**config.mk**
```make
export PLATFORM = sky130hd
export DESIGN_NAME = msk_modulator
export DESIGN_NICKNAME = d
export VERILOG_FILES = /design/src/rtl/msk_pkg.sv /design/src/rtl/msk_symbol_timer.sv /design/src/rtl/msk_phase_acc.sv /design/src/rtl/msk_sincos.sv /design/src/rtl/msk_modulator.sv
export SDC_FILE = /design/constraint.sdc
export NUM_CORES = 1
export LEC_CHECK = 0
export BUFFER_PORTS_ARGS = -buffer_cell sky130_fd_sc_hd__buf_4
export CELL_PAD_IN_SITES_DETAIL_PLACEMENT = 1
export CELL_PAD_IN_SITES_GLOBAL_PLACEMENT = 1
export CORE_ASPECT_RATIO = 1.4
export CORE_MARGIN = 2
export CORE_UTILIZATION = 45
export CTS_BUF_LIST = sky130_fd_sc_hd__clkbuf_4 sky130_fd_sc_hd__clkbuf_8 sky130_fd_sc_hd__clkbuf_16
export DETAILED_ROUTE_END_ITERATION = 12
export PLACE_DENSITY = 0.9
export SETUP_SLACK_MARGIN = 0.05
export SLEW_MARGIN = 15
export SYNTH_ARGS = -nofsm -noshare
export SYNTH_HDL_FRONTEND = slang
export SYNTH_HIERARCHICAL = 1
export SYNTH_SLANG_ARGS = --single-unit
```
**constraint.sdc**
```tcl
create_clock -name clk -period 3.43 [get_ports clk]
set_input_delay 0.5145 -clock clk [delete_from_list [all_inputs] [get_ports clk]]
set_output_delay 0.5145 -clock clk [all_outputs]
set_load 0.1 [all_outputs]
```
**src/rtl/msk_pkg.sv**
```systemverilog
package msk_pkg;

    typedef enum logic [1:0] {
        DIR_HOLD = 2'd0,
        DIR_UP   = 2'd1,
        DIR_DOWN = 2'd2
    } dir_e;

    // Rounded magnitude of amp*sin(pi/2 * idx/quarter), half away from zero.
    function automatic int sine_mag(input int idx, input int quarter, input int amp);
        real th;
        th = 1.5707963267948966 * real'(idx) / real'(quarter);
        return $rtoi($floor(real'(amp) * $sin(th) + 0.5));
    endfunction

endpackage

```
**src/rtl/msk_symbol_timer.sv**
```systemverilog
module msk_symbol_timer
    import msk_pkg::*;
#(
    parameter int SPS = 8
) (
    input  logic clk,
    input  logic rst,
    input  logic sample_en,
    input  logic bit_valid,
    input  logic bit_in,
    output logic sym_strobe,
    output dir_e step_dir
);
    localparam int CNT_W = (SPS > 2) ? $clog2(SPS) : 1;
    localparam logic [CNT_W-1:0] LAST = CNT_W'(SPS - 1);

    logic [CNT_W-1:0] idx_q;
    dir_e             held_dir_q;
    dir_e             new_dir;

    always_comb begin
        if (!bit_valid)  new_dir = DIR_HOLD;
        else if (bit_in) new_dir = DIR_UP;
        else             new_dir = DIR_DOWN;
    end

    assign sym_strobe = sample_en && (idx_q == '0);
    assign step_dir   = (idx_q == '0) ? new_dir : held_dir_q;

    always_ff @(posedge clk) begin
        if (rst) begin
            idx_q      <= '0;
            held_dir_q <= DIR_HOLD;
        end else if (sample_en) begin
            idx_q <= (idx_q == LAST) ? '0 : idx_q + 1'b1;
            if (idx_q == '0) held_dir_q <= new_dir;
        end
    end


    strobe_needs_en_chk: assert property (@(posedge clk) disable iff (rst)
        sym_strobe |-> sample_en);

    strobe_one_shot_chk: assert property (@(posedge clk) disable iff (rst)
        sym_strobe |=> !sym_strobe);

    idx_hold_chk: assert property (@(posedge clk) disable iff (rst)
        !sample_en |=> $stable(idx_q));

endmodule

```
**src/rtl/msk_phase_acc.sv**
```systemverilog
module msk_phase_acc
    import msk_pkg::*;
#(
    parameter int PHASE_W = 10,
    parameter int SPS     = 8
) (
    input  logic               clk,
    input  logic               rst,
    input  logic               sample_en,
    input  dir_e               step_dir,
    output logic [PHASE_W-1:0] phase
);
    localparam int QUARTER = 1 << (PHASE_W - 2);
    localparam logic [PHASE_W-1:0] INC = PHASE_W'(QUARTER / SPS);

    logic [PHASE_W-1:0] phase_q;

    always_ff @(posedge clk) begin
        if (rst) begin
            phase_q <= '0;
        end else if (sample_en) begin
            unique case (step_dir)
                DIR_UP:   phase_q <= phase_q + INC;
                DIR_DOWN: phase_q <= phase_q - INC;
                default:  phase_q <= phase_q;
            endcase
        end
    end

    assign phase = phase_q;


    rise_step_chk: assert property (@(posedge clk) disable iff (rst)
        (sample_en && step_dir == DIR_UP) |=> (phase_q - $past(phase_q)) == INC);

    fall_step_chk: assert property (@(posedge clk) disable iff (rst)
        (sample_en && step_dir == DIR_DOWN) |=> ($past(phase_q) - phase_q) == INC);

    hold_step_chk: assert property (@(posedge clk) disable iff (rst)
        (sample_en && step_dir == DIR_HOLD) |=> $stable(phase_q));

    phase_idle_chk: assert property (@(posedge clk) disable iff (rst)
        !sample_en |=> $stable(phase_q));

endmodule

```
**src/rtl/msk_sincos.sv**
```systemverilog
module msk_sincos #(
    parameter int PHASE_W = 10,
    parameter int AMP_W   = 8
) (
    input  logic                    clk,
    input  logic                    rst,
    input  logic                    sample_en,
    input  logic [PHASE_W-1:0]      phase,
    output logic signed [AMP_W-1:0] i_out,
    output logic signed [AMP_W-1:0] q_out
);
    localparam int QUARTER = 1 << (PHASE_W - 2);
    localparam int MAG_W   = AMP_W - 1;
    localparam int AMP     = (1 << MAG_W) - 1;
    localparam int IDX_W   = PHASE_W - 1;

    typedef struct packed {
        logic             neg;
        logic [MAG_W-1:0] mag;
    } half_t;

    logic [MAG_W-1:0] rom [0:QUARTER];

    for (genvar g = 0; g <= QUARTER; g++) begin : g_rom
        assign rom[g] = MAG_W'(msk_pkg::sine_mag(g, QUARTER, AMP));
    end

    logic [1:0]       quad_s, quad_c;
    logic [IDX_W-1:0] fwd_idx, rev_idx;
    half_t            sin_d, cos_d, sin_q, cos_q;

    assign quad_s  = phase[PHASE_W-1 -: 2];
    assign quad_c  = quad_s + 2'd1;
    assign fwd_idx = {1'b0, phase[PHASE_W-3:0]};
    assign rev_idx = IDX_W'(QUARTER) - fwd_idx;

    always_comb begin
        sin_d.neg = quad_s[1];
        sin_d.mag = quad_s[0] ? rom[rev_idx] : rom[fwd_idx];
        cos_d.neg = quad_c[1];
        cos_d.mag = quad_c[0] ? rom[rev_idx] : rom[fwd_idx];
    end

    function automatic logic signed [AMP_W-1:0] apply_sign(input half_t h);
        logic signed [AMP_W-1:0] v;
        v = signed'({1'b0, h.mag});
        return h.neg ? -v : v;
    endfunction

    always_ff @(posedge clk) begin
        if (rst) begin
            sin_q <= '{neg: 1'b0, mag: '0};
            cos_q <= '{neg: 1'b0, mag: MAG_W'(AMP)};
            i_out <= AMP_W'(AMP);
            q_out <= '0;
        end else if (sample_en) begin
            sin_q <= sin_d;
            cos_q <= cos_d;
            i_out <= apply_sign(cos_q);
            q_out <= apply_sign(sin_q);
        end
    end


    out_idle_chk: assert property (@(posedge clk) disable iff (rst)
        !sample_en |=> ($stable(i_out) && $stable(q_out)));

    no_min_code_chk: assert property (@(posedge clk) disable iff (rst)
        (i_out != {1'b1, {(AMP_W-1){1'b0}}}) && (q_out != {1'b1, {(AMP_W-1){1'b0}}}));

endmodule

```
**src/rtl/msk_modulator.sv**
```systemverilog
module msk_modulator
    import msk_pkg::*;
#(
    parameter int PHASE_W = 10,
    parameter int SPS     = 8,
    parameter int AMP_W   = 8
) (
    input  logic                    clk,
    input  logic                    rst,
    input  logic                    sample_en,
    input  logic                    bit_valid,
    input  logic                    bit_in,
    output logic signed [AMP_W-1:0] i_out,
    output logic signed [AMP_W-1:0] q_out,
    output logic                    sym_strobe
);
    // SPS must be at least 2 and divide 2^(PHASE_W-2) exactly.
    dir_e               step_dir;
    logic [PHASE_W-1:0] phase;

    msk_symbol_timer #(.SPS(SPS)) u_timer (
        .clk        (clk),
        .rst        (rst),
        .sample_en  (sample_en),
        .bit_valid  (bit_valid),
        .bit_in     (bit_in),
        .sym_strobe (sym_strobe),
        .step_dir   (step_dir)
    );

    msk_phase_acc #(.PHASE_W(PHASE_W), .SPS(SPS)) u_acc (
        .clk       (clk),
        .rst       (rst),
        .sample_en (sample_en),
        .step_dir  (step_dir),
        .phase     (phase)
    );

    msk_sincos #(.PHASE_W(PHASE_W), .AMP_W(AMP_W)) u_trig (
        .clk       (clk),
        .rst       (rst),
        .sample_en (sample_en),
        .phase     (phase),
        .i_out     (i_out),
        .q_out     (q_out)
    );

    // an offered bit away from the strobe leaves the direction untouched
    off_boundary_chk: assert property (@(posedge clk) disable iff (rst)
        (sample_en && !sym_strobe) |=> $stable(u_timer.held_dir_q));

endmodule

```
==> results.py, run 1 <==
metrics = {
    "sta": {
        "max_freq_ghz": 0.336,
        "fin_crit_sh_pct": 86.9,
        "period_needed_ps": 2980,
        "worst_slew_margin_rel_pct": 32.0,
        "worst_pin_slew_ps": 1010,
        "setup_slack_ps": 450,
        "hold_violations": 0,
        "finalMaxSlewViolations": 0,
        "fin_worst_skew_ps": 3.75,
        "setup_tns_ps": 0,
        "finalSetupViolations": 0,
        "rsz0062_at_grt": "no",
    },
    "grt": {
        "grt_max_degree": 71,
        "grt_first_pass_wirelength_um": 30200,
        "antenna_found_initial": 0,
        "first_global_vias": 6005,
        "grt-ovfl-total": 0,
        "grt_usage_pct": 29.5,
    },
    "floorplan": {
        "die_y_um": 132,
        "core_um2": 11300,
        "placement_rows": 46,
        "initial_core_util_pct": 46.4,
        "die_area_um2": 12600,
        "ios": 22,
        "die_x_um": 95.4,
    },
    "critical_path": {
        "cp.required_ps": 3630,
        "max_stage_delay_ps": 500,
        "end_kind": "flip-flop",
        "critPathMaxFanout": 8,
        "cp_slowest_cell": "or4_1",
        "path_common_cell": "ha_1",
        "reg2reg_from": "u_timer/idx_q[0]",
        "r2r_cells": 10,
        "worstSetupStartpointType": "flip-flop",
        "cp-startpoint": "u_timer/idx_q[0]",
        "worstSetupPathType": "flip-flop to flip-flop",
        "worstPathArrival_ps": 3180,
        "path_cells": "inv_1 > ha_1 > nor2b_1 > mux2_2 > ha_1 > ha_1 > o21ai_0 > a21oi_1 > or4_1 > a21oi_1",
        "ff2ff_setup_slack_ps": 450,
    },
    "synth": {
        "synth_mux_area_share_pct": 5.76,
        "syn_area_um2": 5260,
        "synth_largest_area_cell": "dfxtp_1",
        "ys_types": 78,
        "synth_fa_ha_area_share_pct": 5.95,
        "synth_top_area_share_pct": 16.0,
        "synth_simple_gate_area_share_pct": 22.9,
        "synth-async-reset-ratio_pct": 0,
        "synth_compound_area_share_pct": 37.4,
        "ys_seq_area_share_pct": 16.0,
        "synth.area.top_cells": "dfxtp_1 16%, a21oi_1 6.5%, nor2_1 6.4%",
        "synth_edf_count": 0,
        "synth.ff_latch_count": 42,
        "synth_warnings": 6,
        "ys.flop_type": "dfxtp_1",
        "synth-xor-area-share_pct": 3.50,
        "avgSynthCellArea_um2": 6.92,
        "synth_top_family_by_area": "compound AO/OA/AOI/OAI gates",
        "syn_inst": 760,
    },
    "detailed_routing": {
        "detail-route-antenna-nets": 0,
        "via_per_inst": 7.03,
        "wl_per_cell_um": 22.3,
        "wl_um": 19200,
        "drc": 0,
        "dr_total_vias": 6043,
        "first_pass_iters": 5,
        "drtIter0Drc": 571,
    },
    "placed_design": {
        "dp_slack_ps": 548,
        "gp_congestion": 0.971,
        "dpl.cell_count": 852,
        "hpwl_um": 13200,
        "port-buffer-count": 21,
    },
    "worst_hold_path": {
        "hold_class": "flip-flop to flip-flop",
        "worstHoldStart": "u_trig/i_out[5]",
        "min_delay_path_depth": 1,
    },
    "clocking": {
        "htree_levels": 2,
        "clk_latency_ps": 280,
        "cts_tree": "done",
        "cts_made_buffers": 5,
        "post_cts_buffers": 0,
        "ctsResizeCount": 0,
        "clockBufferDepth": 2,
        "root_buffer": "clkbuf_16",
        "ctsHoldBuffers": 0,
        "numClockSinks": 42,
        "clk_pin_slew_ps": 60,
    },
    "layout": {
        "register_area_um2": 841,
        "final_common_cell": "nor2_1",
        "finalNonFillerCells": 859,
        "drive_gt1_share_pct": 8.11,
        "final_cell_mix": "89 x nor2_1, 68 x a21oi_1, 66 x o21ai_0",
        "area_growth_syn_to_layout_pct": 3.88,
        "antenna_cells": 0,
        "multi_input_area_um2": 3990,
        "fill_cells": 1457,
        "nets": 745,
        "post-route-util_pct": 48.2,
    },
    "power": {
        "peakVddDrop_v": 0.000176,
        "leakage_nw": 2.00,
        "power_density_nw_per_um2": 368,
        "finalPower_mw": 2.01,
    },
    "run": {
        "cap_viol_max_count": 0,
    },
    "status": {
        "status": "completed",
    },
}
## sequential cells by signal, summed over array words and instances, names as in the netlist
register            cells
u_trig/q_out            8
u_timer/idx_q           3
u_trig/cos_q            8
u_trig/sin_q            8
u_timer/held_dir_q      2
u_acc/phase             5
u_trig/i_out            8
## critical path, delay by kind of cell (launching register included)
| kind | cells | cell delay [ps] |
|---|---|---|
| AOI/OAI and AO/OA | 3 | 520 |
| muxes | 1 | 380 |
| adders and majority gates | 3 | 840 |
| DFF | 1 | 340 |
| buffers and inverters | 1 | 80 |
| and+or+nand+nor | 2 | 750 |
## cells in the mapped netlist, drive strengths merged (3+ instances only)
cell type,number
buf,34
inv,19
a221o,5
a211oi,20
o221ai,8
a21oi,69
xor2,12
nor2b,9
o21ai,66
nand2b,12
nand2,56
a211o,10
o21a,4
o211ai,18
or2,6
a2111oi,6
a31oi,10
mux2i,19
or4,4
nand3b,3
a221oi,5
mux2,6
nor3b,4
nand3,14
clkbuf,48
o2111ai,4
and2,6
a21o,5
nor4,4
nor3,27
o22ai,9
nor2,89
ha,25
o311ai,7
or3,7
o31ai,10
a311oi,9
dfxtp,42
clkinv,4
xnor2,9
## cell type report
class	instances	share of cell area, %
multi-input combinational	617	73.1
sequential	42	15.4
timing repair buffer	26	3.57
tap	144	3.30
clock buffer	6	2.54
inverter	23	1.58
clock inverter	1	0.550
## power by group
part / internal [mW] / leakage [nW] / switching, mW / total [mW]
Combinational: 0.284 / 1.57 / 0.628 / 0.912
Clock: 0.359 / 0.0829 / 0.178 / 0.537
Sequential: 0.525 / 0.346 / 0.0360 / 0.561
Total: 1.17 / 2.00 / 0.842 / 2.01
## per-stage QoR
stage / hold slack [ps] / instance area [um^2]
floorplan: 446 / 5270
detailed placement: 465 / 5290
CTS: 479 / 5460
finish: 476 / 5460
global placement: 448 / 5290
global route: 491 / 5460
## logic make-up after synthesis
logic type,Yosys count
flops,42
mux,27
fa+ha+maj,25
simple gates,250
compound gates,289
other cells,1
xor+xnor,21
buf+inv,105
## final timing paths
check                    endpoint
hold / removal    u_trig/i_out[5]
hold reg to reg   u_trig/i_out[5]
setup / recovery   u_acc/phase[9]
setup reg to reg   u_acc/phase[9]
## per-layer routing
metal  up-vias  wire length (um)  track usage [%]
li1       2713                 -                -
met1      2938              7260             33.5
met2       308              9850             52.1
met3        84              1070             2.92
met4         0               999             17.1
met5         -                 0                0
No activity file was read; power rests on OpenSTA's default activity.
==> run 2: changes to the inputs <==
- CORE_MARGIN: 2 -> default
==> run 2 against run 1 <==
  * Critical path depth grew 1
  * Sequential power is essentially flat
  * Combinational power barely moved
  * Sequential share of layout area shrank 0.084 points
  * Power grew 4.5%
  * Register-to-register slack worse by 50 ps
  * Die area fell by 3.6%
  * Worst hold slack worse by 2.8 ps
  * First-iteration DRC count shrank 0.53%
  * Via count is essentially flat
  * Worst setup slack worse by 50 ps
  * Critical endpoint is now u_acc/phase[7]
  * Largest cell class unchanged
==> results.py, run 2 (synthesis results as in run 1) <==
metrics = {
    "placed_design": {
        "dp_slack_ps": 456,
        "port-buffer-count": 21,
        "hpwl_um": 13500,
        "gp_congestion": 0.950,
    },
    "grt": {
        "grt-ovfl-total": 0,
        "grt_usage_pct": 31.5,
        "first_global_vias": 6035,
        "grt_max_degree": 71,
        "antenna_found_initial": 0,
        "grt_first_pass_wirelength_um": 30400,
    },
    "detailed_routing": {
        "wl_um": 19500,
        "via_per_inst": 7.03,
        "first_pass_iters": 5,
        "wl_per_cell_um": 22.7,
        "drtIter0Drc": 568,
        "dr_total_vias": 6048,
        "detail-route-antenna-nets": 0,
        "drc": 0,
    },
    "power": {
        "finalPower_mw": 2.10,
        "peakVddDrop_v": 0.000166,
        "leakage_nw": 2.02,
        "power_density_nw_per_um2": 382,
    },
    "floorplan": {
        "initial_core_util_pct": 46.4,
        "placement_rows": 46,
        "die_x_um": 93.4,
        "die_area_um2": 12100,
        "die_y_um": 130,
        "core_um2": 11300,
        "ios": 22,
    },
    "critical_path": {
        "end_kind": "flip-flop",
        "max_stage_delay_ps": 430,
        "worstSetupPathType": "flip-flop to flip-flop",
        "path_cells": "inv_1 > ha_1 > nor2b_1 > mux2_2 > ha_1 > xor2_1 > ha_1 > a21oi_1 > xor2_1 > or3_2 > a21oi_1",
        "worstPathArrival_ps": 3230,
        "cp.required_ps": 3630,
        "critPathMaxFanout": 8,
        "path_common_cell": "ha_1",
        "cp_slowest_cell": "or3_2",
        "worstSetupStartpointType": "flip-flop",
        "critPathBufInv": 1,
        "path_delay_family": "adder cells",
    },
    "clocking": {
        "htree_levels": 2,
        "numClockSinks": 42,
        "cts_made_buffers": 5,
        "post_cts_buffers": 0,
        "clockBufferDepth": 2,
        "clk_pin_slew_ps": 60,
        "ctsResizeCount": 0,
        "root_buffer": "clkbuf_16",
        "ctsHoldBuffers": 0,
        "cts_tree": "done",
        "clk_latency_ps": 280,
    },
    "sta": {
        "worst_pin_slew_ps": 823,
        "rsz0062_at_grt": "no",
        "setup_tns_ps": 0,
        "hold_violations": 0,
        "setup_slack_ps": 400,
        "fin_crit_sh_pct": 88.3,
        "fin_worst_skew_ps": 7.00,
        "worst_slew_margin_rel_pct": 44.5,
        "period_needed_ps": 3030,
        "finalSetupViolations": 0,
        "max_freq_ghz": 0.330,
        "finalMaxSlewViolations": 0,
    },
    "worst_hold_path": {
        "hold_class": "flip-flop to flip-flop",
    },
    "layout": {
        "final_cell_mix": "89 x nor2_1, 68 x a21oi_1, 66 x o21ai_0",
        "post-route-util_pct": 48.4,
        "nets": 745,
        "antenna_cells": 0,
        "fill_cells": 1482,
        "final_common_cell": "nor2_1",
        "drive_gt1_share_pct": 8.24,
        "area_growth_syn_to_layout_pct": 4.45,
    },
    "run": {
        "cap_viol_max_count": 0,
    },
    "status": {
        "status": "completed",
    },
}
[run 2: cell types whose count changed in the layout (fill, tap and decap cells not counted)]
cell,previous run,this run
bufinv_16,1,2
[run 2: power breakdown]
part / total [mW] / switching, mW / internal (mW)
registers: 0.560 / 0.0356 / 0.524
logic: 0.913 / 0.629 / 0.284
clock network: 0.627 / 0.190 / 0.437
total: 2.10 / 0.855 / 1.25
[run 2: worst paths after layout]
path	from	to	slack (ps)	depth (start not counted)
setup / recovery	u_timer/idx_q[0]	u_acc/phase[7]	400	11
hold / removal	u_trig/i_out[5]	u_trig/i_out[5]	470	1
setup reg to reg	u_timer/idx_q[0]	u_acc/phase[7]	400	11
hold reg to reg	u_trig/i_out[5]	u_trig/i_out[5]	470	1
[run 2: routing by layer]
metal  global-route usage, %  share of wire [%]  vias to the layer above  routed length (um)
met5                       0                  0                        -                   0
met4                    21.0                5.8                        0                1130
met3                    2.04                4.8                       87                 942
met2                    57.2                 51                      300                9900
met1                    35.1                 39                     2943                7520
li1                        -                  -                     2718                   -
[run 2: final cells by class]
class / count / area [um^2] / area share (%)
clock buffer: 6 / 139 / 2.53
inverter: 23 / 86.3 / 1.57
tap: 144 / 180 / 3.28
multi-input combinational: 617 / 3990 / 72.7
timing repair buffer: 26 / 195 / 3.55
sequential: 42 / 841 / 15.3
clock inverter: 2 / 60.1 / 1.09
[run 2: stage by stage]
stage	hold slack, ps	cell area [um^2]	cells
after global routing	498	5490	860
after global placement	448	5290	852
after detailed placement	460	5290	852
final	474	5490	860
after CTS	475	5490	860
after floorplan	446	5270	764
==> run 3: changes to the inputs <==
- RECOVER_POWER: default -> 100
==> run 3 against run 2 <==
  * Combinational power is 2% lower
  * Sequential power is essentially flat
  * Worst hold slack worse by 7.5 ps
  * Largest cell class unchanged
==> results.py, run 3 (synthesis results as in run 1) <==
metrics = {
    "floorplan": {
        "die_x_um": 93.4,
        "die_area_um2": 12100,
        "die_y_um": 130,
        "ios": 22,
        "placement_rows": 46,
        "initial_core_util_pct": 46.4,
        "core_um2": 11300,
    },
    "clocking": {
        "numClockSinks": 42,
        "ctsResizeCount": 0,
        "root_buffer": "clkbuf_16",
        "post_cts_buffers": 0,
        "clockBufferDepth": 2,
        "clk_latency_ps": 280,
        "ctsHoldBuffers": 0,
        "cts_tree": "done",
        "clk_pin_slew_ps": 60,
        "htree_levels": 2,
        "cts_made_buffers": 5,
    },
    "sta": {
        "worst_slew_margin_rel_pct": 19.2,
        "rsz0062_at_grt": "no",
        "period_needed_ps": 3070,
        "setup_slack_ps": 361,
        "hold_violations": 0,
        "fin_crit_sh_pct": 89.5,
        "max_freq_ghz": 0.326,
        "setup_tns_ps": 0,
        "worst_pin_slew_ps": 1220,
        "finalSetupViolations": 0,
        "finalMaxSlewViolations": 0,
        "fin_worst_skew_ps": 7.46,
    },
    "placed_design": {
        "place_area_um2": 5290,
        "dp_slack_ps": 456,
        "port-buffer-count": 21,
        "hpwl_um": 13500,
        "gp_congestion": 0.950,
    },
    "layout": {
        "post-route-util_pct": 47.6,
        "final_cell_mix": "89 x nor2_1, 69 x a21oi_1, 66 x o21ai_0",
        "area_growth_syn_to_layout_pct": 2.62,
        "drive_gt1_share_pct": 5.17,
        "design_area_um2": 5400,
        "fill_cells": 1498,
        "multi_input_area_um2": 3970,
        "final_common_cell": "nor2_1",
        "register_area_um2": 841,
        "antenna_cells": 0,
        "nets": 745,
    },
    "grt": {
        "antenna_found_initial": 0,
        "first_global_vias": 6035,
        "grt-ovfl-total": 0,
        "grt_max_degree": 71,
        "grt_first_pass_wirelength_um": 30400,
        "grt_usage_pct": 31.5,
    },
    "detailed_routing": {
        "first_pass_iters": 5,
        "wl_per_cell_um": 22.7,
        "wl_um": 19500,
        "drc": 0,
        "dr_total_vias": 6090,
        "drtIter0Drc": 584,
        "via_per_inst": 7.08,
        "detail-route-antenna-nets": 0,
    },
    "critical_path": {
        "cp.required_ps": 3580,
        "worstSetupStartpointType": "flip-flop",
        "r2r_cells": 8,
        "end_kind": "flip-flop",
        "worstPathArrival_ps": 3210,
        "critPathMaxFanout": 32,
        "worstSetupPathType": "flip-flop to flip-flop",
    },
    "power": {
        "power_density_nw_per_um2": 386,
        "finalPower_mw": 2.08,
        "peakVddDrop_v": 0.000166,
        "leakage_nw": 1.94,
    },
    "worst_hold_path": {
        "hold_class": "flip-flop to flip-flop",
        "min_delay_path_depth": 1,
    },
    "run": {
        "cap_viol_max_count": 0,
    },
    "status": {
        "status": "completed",
    },
}
-- run 3: path summary, 6_finish.rpt --
path / from / to / slack (ps)
setup / recovery: u_acc/phase[5] / u_trig/sin_q[2] / 360
setup reg to reg: u_acc/phase[5] / u_trig/sin_q[2] / 360
hold reg to reg: u_trig/i_out[3] / u_trig/i_out[3] / 470
hold / removal: u_trig/i_out[3] / u_trig/i_out[3] / 470
-- run 3: worst max-delay path, cell delays in order, from the launching register on --
cell and delay [ps]:
dfxtp_1 330, clkbuf_2 490, inv_1 330, nand3_1 200, nand2_1 320, a41o_1 300, a311o_1 350, and3b_4 180
a2111oi_0 430
-- run 3: per-layer routing --
layer  vias up  routed length (um)  GRT usage, %
li1       2723                   -             -
met4         0                1100          21.0
met2       321                9950          57.2
met5         -                   0             0
met3        91                 983          2.04
met1      2955                7480          35.1
-- run 3: final cells by class --
cell class | instances | area share [%]
multi-input combinational | 617 | 73.5
sequential | 42 | 15.6
clock inverter | 2 | 1.11
timing repair buffer | 26 | 2.25
inverter | 23 | 1.60
clock buffer | 6 | 2.57
tap | 144 | 3.34
-- run 3: metrics by stage --
| step | hold slack, ps | std cells |
|---|---|---|
| 2_1_floorplan | 446 | 764 |
| 3_3_place_gp | 448 | 852 |
| 3_5_place_dp | 460 | 852 |
| 4_1_cts | 475 | 860 |
| 5_1_grt | 496 | 860 |
| 6_report | 466 | 860 |
-- run 3: power by group --
part / switching (mW) / internal, mW
combinational: 0.627 / 0.267
sequential: 0.0355 / 0.524
clock: 0.191 / 0.437
